## src/rtl/fw_pkg.sv

```systemverilog
package fw_pkg;
    localparam int NTGT  = 8;
    localparam int NCAUS = 4;

    typedef enum logic [1:0] {
        CMD_RD  = 2'b00,
        CMD_WR  = 2'b01,
        CMD_RDX = 2'b10,
        CMD_RSV = 2'b11
    } cmd_e;

    localparam int C_DEC   = 0;
    localparam int C_TGT   = 1;
    localparam int C_PROT  = 2;
    localparam int C_BURST = 3;

    localparam logic [NTGT-1:0] BURST_BLOCK = 8'hE0;

    typedef struct packed {
        logic        valid;
        logic        is_wr;
        logic        is_rdx;
        logic        burst;
        logic [31:0] addr;
    } req_t;

    function automatic req_t unpack_req(logic v, logic [1:0] c, logic b, logic [31:0] a);
        req_t r;
        r.valid  = v;
        r.is_wr  = (cmd_e'(c) == CMD_WR);
        r.is_rdx = (cmd_e'(c) == CMD_RDX);
        r.burst  = b;
        r.addr   = a;
        return r;
    endfunction
endpackage

```

## src/rtl/fw_decode.sv

```systemverilog
module fw_decode #(
    parameter int          AW       = 32,
    parameter int          NT       = 8,
    parameter int          WIN_BITS = 20,
    parameter logic [31:0] BASE     = 32'h1000_0000
) (
    input  logic [AW-1:0] addr,
    output logic [NT-1:0] hit,
    output logic          miss
);
    localparam int IDXW = $clog2(NT);

    logic [AW-1:0] off;
    logic          in_range;

    always_comb begin
        off      = addr - BASE[AW-1:0];
        in_range = (off >> WIN_BITS) < AW'(NT);
        miss     = !in_range;
    end

    for (genvar k = 0; k < NT; k++) begin : g_hit
        assign hit[k] = in_range && (off[WIN_BITS +: IDXW] == IDXW'(k));
    end
endmodule

```

## src/rtl/fw_gate.sv

```systemverilog
module fw_gate
    import fw_pkg::*;
#(
    parameter int NT = 8
) (
    input  logic          clk,
    input  logic          rst,
    input  logic          valid,
    input  logic          burst,
    input  logic [NT-1:0] hit,
    input  logic          miss,
    input  logic [NT-1:0] prot,
    output logic [NT-1:0] fwd,
    output logic [NCAUS-1:0] cause
);
    always_comb begin
        fwd   = '0;
        cause = '0;
        if (valid) begin
            if (miss)
                cause[C_DEC] = 1'b1;
            else if (|(hit & prot))
                cause[C_PROT] = 1'b1;
            else if (burst && |(hit & BURST_BLOCK[NT-1:0]))
                cause[C_BURST] = 1'b1;
            else
                fwd = hit;
        end
    end

    p_no_prot_fwd_r2: assert property (@(posedge clk) disable iff (rst)
        (|fwd) |-> !(|(fwd & prot)));
    p_one_cause_r3: assert property (@(posedge clk) disable iff (rst)
        (|cause) |-> (fwd == '0));
endmodule

```

## src/rtl/fw_lock.sv

```systemverilog
module fw_lock #(
    parameter int AW = 32
) (
    input  logic          clk,
    input  logic          rst,
    input  logic          acc,
    input  logic          is_rdx,
    input  logic          is_wr,
    input  logic [AW-1:0] addr,
    output logic          lock
);
    logic          lock_q;
    logic [AW-1:0] lock_addr_q;
    logic          release_now;

    assign release_now = acc && is_wr && lock_q && (addr == lock_addr_q);
    assign lock        = lock_q || (acc && is_rdx);

    always_ff @(posedge clk) begin
        if (rst) begin
            lock_q      <= 1'b0;
            lock_addr_q <= '0;
        end else if (acc && is_rdx) begin
            lock_q      <= 1'b1;
            lock_addr_q <= addr;
        end else if (release_now) begin
            lock_q      <= 1'b0;
        end
    end

    p_lock_hold_r8: assert property (@(posedge clk) disable iff (rst)
        (lock_q && !(acc && is_wr)) |=> lock_q);
endmodule

```

## src/rtl/fw_regs.sv

```systemverilog
module fw_regs
    import fw_pkg::*;
#(
    parameter int NT = 8,
    parameter int DW = 32
) (
    input  logic             clk,
    input  logic             rst,
    input  logic             reg_sel,
    input  logic             reg_wr,
    input  logic             reg_rd,
    input  logic [DW-1:0]    reg_wdata,
    input  logic [NCAUS-1:0] new_cause,
    output logic [NT-1:0]    prot,
    output logic [DW-1:0]    reg_rdata
);
    logic [NCAUS-1:0] sts_q;
    logic             rd_sts;

    assign rd_sts = reg_rd && reg_sel;

    always_ff @(posedge clk) begin
        if (rst) begin
            prot  <= '1;
            sts_q <= '0;
        end else begin
            if (reg_wr && !reg_sel)
                prot <= reg_wdata[NT-1:0];
            sts_q <= (rd_sts ? '0 : sts_q) | new_cause;
        end
    end

    always_comb begin
        reg_rdata = '0;
        if (reg_sel) reg_rdata[NCAUS-1:0] = sts_q;
        else         reg_rdata[NT-1:0]    = prot;
    end

    p_sticky_r5: assert property (@(posedge clk) disable iff (rst)
        !rd_sts |=> ((sts_q & $past(sts_q)) == $past(sts_q)));
    p_wr_ignored_r6: assert property (@(posedge clk) disable iff (rst)
        (reg_wr && reg_sel && !reg_rd && new_cause == '0) |=>
        (sts_q == $past(sts_q) && prot == $past(prot)));
endmodule

```

## src/rtl/fw_firewall.sv

```systemverilog
module fw_firewall
    import fw_pkg::*;
#(
    parameter int          WIN_BITS = 20,
    parameter logic [31:0] BASE     = 32'h1000_0000
) (
    input  logic        clk,
    input  logic        rst,
    input  logic        req_valid,
    input  logic [1:0]  req_cmd,
    input  logic [31:0] req_addr,
    input  logic        req_burst,
    output logic        req_abort,
    output logic [7:0]  tgt_sel,
    output logic        tgt_cmd,
    output logic [31:0] tgt_addr,
    output logic        tgt_burst,
    output logic        tgt_lock,
    input  logic        tgt_abort,
    input  logic        reg_sel,
    input  logic        reg_wr,
    input  logic        reg_rd,
    input  logic [31:0] reg_wdata,
    output logic [31:0] reg_rdata
);
    req_t             rq;
    logic [NTGT-1:0]  hit, fwd, prot;
    logic             miss;
    logic [NCAUS-1:0] cause, new_cause;

    assign rq = unpack_req(req_valid, req_cmd, req_burst, req_addr);

    fw_decode #(.AW(32), .NT(NTGT), .WIN_BITS(WIN_BITS), .BASE(BASE)) u_dec (
        .addr(rq.addr), .hit(hit), .miss(miss));

    fw_gate #(.NT(NTGT)) u_gate (
        .clk(clk), .rst(rst), .valid(rq.valid), .burst(rq.burst),
        .hit(hit), .miss(miss), .prot(prot), .fwd(fwd), .cause(cause));

    fw_lock #(.AW(32)) u_lock (
        .clk(clk), .rst(rst), .acc(|fwd), .is_rdx(rq.is_rdx),
        .is_wr(rq.is_wr), .addr(rq.addr), .lock(tgt_lock));

    always_comb begin
        new_cause        = cause;
        new_cause[C_TGT] = tgt_abort;
    end

    fw_regs #(.NT(NTGT), .DW(32)) u_regs (
        .clk(clk), .rst(rst), .reg_sel(reg_sel), .reg_wr(reg_wr),
        .reg_rd(reg_rd), .reg_wdata(reg_wdata), .new_cause(new_cause),
        .prot(prot), .reg_rdata(reg_rdata));

    assign tgt_sel   = fwd;
    assign tgt_cmd   = rq.is_wr;
    assign tgt_addr  = rq.addr;
    assign tgt_burst = rq.burst && (|fwd);
    assign req_abort = (|cause) || tgt_abort;

    p_sel_onehot_r1: assert property (@(posedge clk) disable iff (rst)
        $onehot0(tgt_sel));
    p_burst_block_r3: assert property (@(posedge clk) disable iff (rst)
        tgt_burst |-> (tgt_sel[7:5] == 3'b000));
    p_no_fwd_on_abort_r10: assert property (@(posedge clk) disable iff (rst)
        (req_valid && req_abort && !tgt_abort) |-> (tgt_sel == 8'h00));
endmodule

```

## config.mk

```make
export PLATFORM = sky130hd
export DESIGN_NAME = fw_firewall
export DESIGN_NICKNAME = d
export VERILOG_FILES = /design/src/rtl/fw_pkg.sv /design/src/rtl/fw_decode.sv /design/src/rtl/fw_gate.sv /design/src/rtl/fw_lock.sv /design/src/rtl/fw_regs.sv /design/src/rtl/fw_firewall.sv
export SDC_FILE = /design/constraint.sdc
export NUM_CORES = 1
export LEC_CHECK = 0
export ABC_CLOCK_PERIOD_IN_PS = 11450
export BUFFER_PORTS_ARGS = -buffer_cell sky130_fd_sc_hd__buf_4
export CORE_UTILIZATION = 40
export DETAILED_ROUTE_END_ITERATION = 8
export PLACE_DENSITY = 0.78
export SKIP_LAST_GASP = 1
export SYNTH_ARGS = -nofsm -noshare
export SYNTH_HDL_FRONTEND = slang
export SYNTH_HIERARCHICAL = 1
export SYNTH_SLANG_ARGS = --single-unit
```

## constraint.sdc

```tcl
create_clock -name clk -period 11.45 [get_ports clk]
set_clock_uncertainty 0.15 [all_clocks]
set_input_delay 1.7175 -clock clk [delete_from_list [all_inputs] [get_ports clk]]
set_output_delay 1.7175 -clock clk [all_outputs]
set_load 0.005 [all_outputs]
```

### After elaboration in Yosys (flattened, before gate mapping)

Index checks and enable logic that the tools add are counted.

* word-level logic and storage cells: 59
* bits of input ports: 74
* register bits: 45
* output and inout port bits: 76

* equality and inequality tests: 10
* order comparisons: 1
* reduce and logical (&&, ||, !) cells: 25
* add/sub/neg operators: 1
* muxes and demuxes: 16
* bitwise gates (word level): 2

Operators by type and width (count)
* == test 32 bit: 1
* 2-to-1 mux 8 bit: 4
* subtractor 32 x 29 -> 32 bit, second input constant: 1
* logical AND 1 bit: 16
* OR reduction 8 bit: 2
* == test 3 bit, second input constant: 4
* < comparator 12 x 4 -> 1 bit, second input constant: 1
* 2-to-1 mux 4 bit: 3
* AND 8 bit: 1
* 2-to-1 mux 1 bit: 7
* == test 3 x 2 -> 1 bit, second input constant: 2
* OR reduction 3 bit: 2
* 2-to-1 mux 2 bit: 2
* OR 4 bit: 1
* == test 3 x 1 -> 1 bit, second input constant: 1
* zero test 3 bit: 1
* == test 2 x 1 -> 1 bit, second input constant: 1
* == test 2 bit, second input constant: 1
* logical OR 1 bit: 2
* nonzero test 2 bit: 1
* zero test 1 bit: 1

### Depth between registers and ports, before layout

* word-level depth: 15
* mapped depth: 13
* depth with buffers taken out: 10

### Cells and area by module

The synthesis kept the hierarchy.

By module, submodules not included
* fw_lock: sequential area each 660.6 sq um, area an instance 1490.2 sq um, times used 1, cells each 189
* fw_regs: sequential area each 240.2 sq um, area an instance 749.5 sq um, times used 1, cells each 82
* fw_firewall: sequential area each 0.0 sq um, area an instance 289.0 sq um, times used 1, cells each 41
* fw_gate: sequential area each 0.0 sq um, area an instance 259.0 sq um, times used 1, cells each 23
* fw_decode: sequential area each 0.0 sq um, area an instance 130.1 sq um, times used 1, cells each 18

### Worst setup path before layout

No wires, ideal clock.

* kind: input to output
* from: in req_addr[30]
* to: out tgt_lock
* data required time: 9.583 ns
* path buffers: 2
* setup slack: 5.345 ns
* arrival: 4.238 ns
* cell stages on the path: 12
* path through: or4_4 -> buf_6 -> nor4_1 -> a22oi_4 -> nand3_4 -> nor3_1 -> nor4_1 -> nand2_1 -> and2_1 -> buf_2 -> nor2_1 -> inv_1

* longest elaborated chain between the ends: 12
* elaborated cells between the ends (all ways): 21
* those cells by class: add/sub: 1; order compare: 1; mux: 4; bitwise: 1; reduce/logical: 14

Ends and longest elaborated chain
* start: declaration: RTL line fw_firewall.sv:11 `input logic [31:0] req_addr,`
* subtractor 32 x 29 -> 32 bit *: RTL line fw_decode.sv:17 `off = addr - BASE[AW-1:0];`
* < comparator 12 x 4 -> 1 bit *: RTL line fw_decode.sv:18 `in_range = (off >> WIN_BITS) < AW'(NT);`
* logical AND 1 bit *: RTL line fw_decode.sv:23 `assign hit[k] = in_range && (off[WIN_BITS +: IDXW] == IDXW'(k));`
* net hit[6]: RTL line fw_firewall.sv:27 `logic [NTGT-1:0] hit, fwd, prot;`
* OR reduction 3 bit: RTL line fw_gate.sv:24 `else if (burst && |(hit & BURST_BLOCK[NT-1:0]))`
* logical AND 1 bit: RTL line fw_gate.sv:24
* 2-to-1 mux 8 bit: RTL line fw_gate.sv:24
* 2-to-1 mux 8 bit *: RTL line fw_gate.sv:22 `else if (|(hit & prot))`
* 2-to-1 mux 8 bit *: RTL line fw_gate.sv:20 `if (miss)`
* 2-to-1 mux 8 bit *: RTL line fw_gate.sv:19 `if (valid) begin`
* net tgt_sel[1]: RTL line fw_firewall.sv:14 `output logic [7:0] tgt_sel,`
* OR reduction 8 bit *: RTL line fw_firewall.sv:41 `.clk(clk), .rst(rst), .acc(|fwd), .is_rdx(rq.is_rdx),`
* logical AND 1 bit *: RTL line fw_lock.sv:17 `assign lock = lock_q || (acc && is_rdx);`
* logical OR 1 bit *: RTL line fw_lock.sv:17
* end: declaration: RTL line fw_firewall.sv:18 `output logic tgt_lock,`

The timed path passes the listed nets; every way through them passes the cells marked *.

### Worst setup path in the final report

* from: in req_addr[30]
* to: out tgt_lock

* longest elaborated chain between the ends: 12
* elaborated cells between the ends (all ways): 21
* those cells by class: add/sub: 1; order compare: 1; mux: 4; bitwise: 1; reduce/logical: 14

Ends and longest elaborated chain (RTL line)
* subtractor 32 x 29 -> 32 bit *: fw_decode.sv:17
* < comparator 12 x 4 -> 1 bit *: fw_decode.sv:18
* logical AND 1 bit *: fw_decode.sv:23
* net hit[6]: fw_firewall.sv:27
* OR reduction 3 bit: fw_gate.sv:24
* logical AND 1 bit: fw_gate.sv:24
* 2-to-1 mux 8 bit: fw_gate.sv:24
* 2-to-1 mux 8 bit *: fw_gate.sv:22
* 2-to-1 mux 8 bit *: fw_gate.sv:20
* 2-to-1 mux 8 bit *: fw_gate.sv:19
* OR reduction 8 bit *: fw_firewall.sv:41
* logical AND 1 bit *: fw_lock.sv:17
* logical OR 1 bit *: fw_lock.sv:17

Marks and branches as above.

==> flow_summary.json <==
{
  "drc": 0,
  "antenna_found_initial": 0,
  "hold_viol_final": 0,
  "cts_buffer_depth": 2,
  "rsz0062_at_grt": "no",
  "worst_slack_ns": 4.880,
  "die_x_um": 87.41,
  "fin_crit_ns": 6.570,
  "core_area_um2": 6907,
  "fin_area_um2": 3461,
  "cts_buffers": 5,
  "synth_cell_type_count": 39,
  "timing.hold.ws_ns": 0.3198,
  "p_leak_nw": 1.431,
  "hold_path_depth": 2,
  "cts_tree": "done",
  "finalSetupViolations": 0,
  "start_kind": "input pin",
  "antennaDiodeCount": 0,
  "start_util_pct": 42.25,
  "wl_per_cell_um": 12.87,
  "tns_ns": 0,
  "syn-instance-count": 353,
  "ctsHoldBuffers": 0,
  "netlist_area_um2": 2918,
  "io_pins": 150,
  "critPathKind": "input pin to output port",
  "post-cts-setup-buffer-count": 0,
  "wl_um": 6549,
  "ys_seq_area_share_pct": 30.87,
  "clockRootBuffer": "clkbuf_8",
  "drtIter0Drc": 119,
  "status": "finished clean",
  "hpwl_um": 5052,
  "place_area_um2": 3373,
  "gp_congestion": 0.7867,
  "ir_drop_mv": 0.05468,
  "grt_pass1_wl_um": 10410,
  "r2r_start": "u_regs/prot[2]",
  "power_mw": 0.3104,
  "drt-vias-per-instance": 4.786,
  "grt_use_total_pct": 17.39,
  "pre_cts_ws_ns": 4.887,
  "synth-seq-cells": 45,
  "grt_overflow": 0,
  "synth_edf_count": 0,
  "endpoint_kind": "output port",
  "path_clk_slew_ns": 0.08,
  "ys_warn_count": 6,
  "grt_max_degree": 54,
  "firstDrtPassIters": 4,
  "required_ns": 9.58,
  "clk_latency_ns": 0.29,
  "die_height_um": 87.41,
  "worstHoldStart": "u_lock/lock_addr_q[19]",
  "slew_headroom_pct": 29.81,
  "cellPowerDensity_nw_per_um2": 89.70,
  "rr_worst_depth": 8,
  "r2r_slack_ns": 8.68,
  "cts_sinks": 45,
  "dieArea_um2": 7640,
  "max_freq_mhz": 152.2,
  "cp_max_fo": 10,
  "fin_crit_sh_pct": 57.38,
  "vias": 2436,
  "syn_area_per_cell_um2": 8.266,
  "cts_resized": 0,
  "finalMaxSlewViolations": 0,
  "worstPathArrival_ns": 4.70,
  "htree_levels": 2,
  "whs_endpoint": "u_lock/lock_addr_q[19]",
  "hp-class": "flip-flop to flip-flop",
  "fillerInstances": 670,
  "final_nets": 486,
  "grt_pass1_vias": 2248,
  "synthFlopType": "dfxtp_1",
  "final_util_pct": 50.11,
  "dp_cells": 501,
  "drtAntennaViolNets": 0,
  "async_flop_share_pct": 0,
  "drive_gt1_share_pct": 31.48,
  "num_rows": 30,
  "portBuffers": 101,
  "area_growth_syn_to_layout_pct": 18.61,
  "stdcell_count": 509,
  "drv_cap": 0,
  "worstReg2RegEnd": "u_lock/lock_addr_q[15]",
  "tightest_slew_ns": 1.050
}
[flip-flops by register name, summed over array words and instances (netlist names)]
register / flops
u_lock/lock_addr_q: 32
u_regs/prot: 8
u_regs/sts_q: 4
u_lock/lock_q: 1
[worst max path at each step]
stage / startpoint / to / slack [ns] / cells after the start
floorplan: req_addr[30] / tgt_lock / 5.34 / 12
global placement: req_addr[30] / tgt_lock / 4.98 / 12
CTS: req_addr[30] / tgt_lock / 4.88 / 12
finish: req_addr[30] / tgt_lock / 4.88 / 12
global route: req_addr[31] / tgt_lock / 4.67 / 12
detailed placement: req_addr[30] / tgt_lock / 4.89 / 12
[routing by layer]
metal | part of all wire (%) | GRT usage (%) | vias to the layer above
met5 | 0 | 0 | -
met4 | 0.73 | 3.577 | 0
li1 | - | - | 1228
met3 | 4.2 | 2.654 | 6
met1 | 42 | 21.33 | 1117
met2 | 53 | 31.96 | 85
[power by group]
| part | switching (mW) | internal (mW) | total [mW] |
|---|---|---|---|
| Sequential | 0.00182 | 0.158 | 0.160 |
| Clock | 0.0531 | 0.0430 | 0.0961 |
| Combinational | 0.0247 | 0.0294 | 0.0542 |
| Total | 0.0797 | 0.231 | 0.310 |
[cell families (layout without fill, tap and decap cells)]
group / Yosys count / in the layout / synth area share, %
other: 2 / 25 / 0.2574
AOI/OAI and AO/OA: 48 / 48 / 11.32
xor gates and xnor gates: 32 / 32 / 9.605
DFF: 45 / 45 / 30.87
muxes: 12 / 12 / 4.546
buffers and inverters: 76 / 113 / 18.10
and+or+nand+nor: 138 / 138 / 25.30
[worst max-delay path: stages]
cell and delay (ns):
buf_4 0.13, or4_4 0.59, nor4_1 0.69, a22oi_4 0.17, nand3_4 0.20, nor3_1 0.11, nor4_1 0.37, nand2_1 0.18
and2_1 0.21, nor2_1 0.13, inv_1 0.07, buf_4 0.13
[area by class of cell]
cell class              instances  area (um2)  share of cell area [%]
clock buffers                   6       72.57                   2.097
clock inverters                 2       15.01                  0.4338
inverters                       3       11.26                  0.3254
multi-input cells             255        1575                   45.52
flip-flops and latches         45       900.9                   26.03
well taps                      96       120.1                   3.471
repair buffers                102       765.7                   22.13
[synthesized netlist by cell type, types with 2 or more instances]
library cell	count	area, um2
nand2_1	67	251.5
buf_4	57	427.9
dfxtp_1	45	900.9
a21oi_1	32	160.2
nor2_1	18	67.56
nor4_1	16	100.1
xnor2_1	16	140.1
xor2_1	16	140.1
mux2i_1	8	80.08
nor2b_1	8	50.05
nor4b_2	7	105.1
a21boi_1	5	37.54
buf_2	5	25.02
clkbuf_1	5	18.77
nand3_1	4	20.02
nand4_1	4	25.02
o21ba_1	4	40.04
buf_1	3	11.26
buf_6	3	33.78
inv_1	3	11.26
nor3_1	3	15.01
a22oi_2	2	25.02
a22oi_4	2	42.54
and2_1	2	12.51
conb_1	2	7.510
mux2_2	2	22.52
mux2_4	2	30.03
[layout by cell type, fill, tap and decap left out, types with 3 or more instances in the layout]
master,synthesis,final
nand4_1,4,4
nor2b_1,8,8
a21oi_1,32,32
clkbuf_8,0,5
nor4b_2,7,7
o21ba_1,4,4
mux2i_1,8,8
inv_1,3,3
conb_1,2,25
dfxtp_1,45,45
nor2_1,18,18
xnor2_1,16,16
buf_4,57,102
nand2_1,67,67
nor4_1,16,16
a21boi_1,5,5
xor2_1,16,16
nand3_1,4,4
nor3_1,3,3
Note: power is estimated with default switching activity, not from simulation.
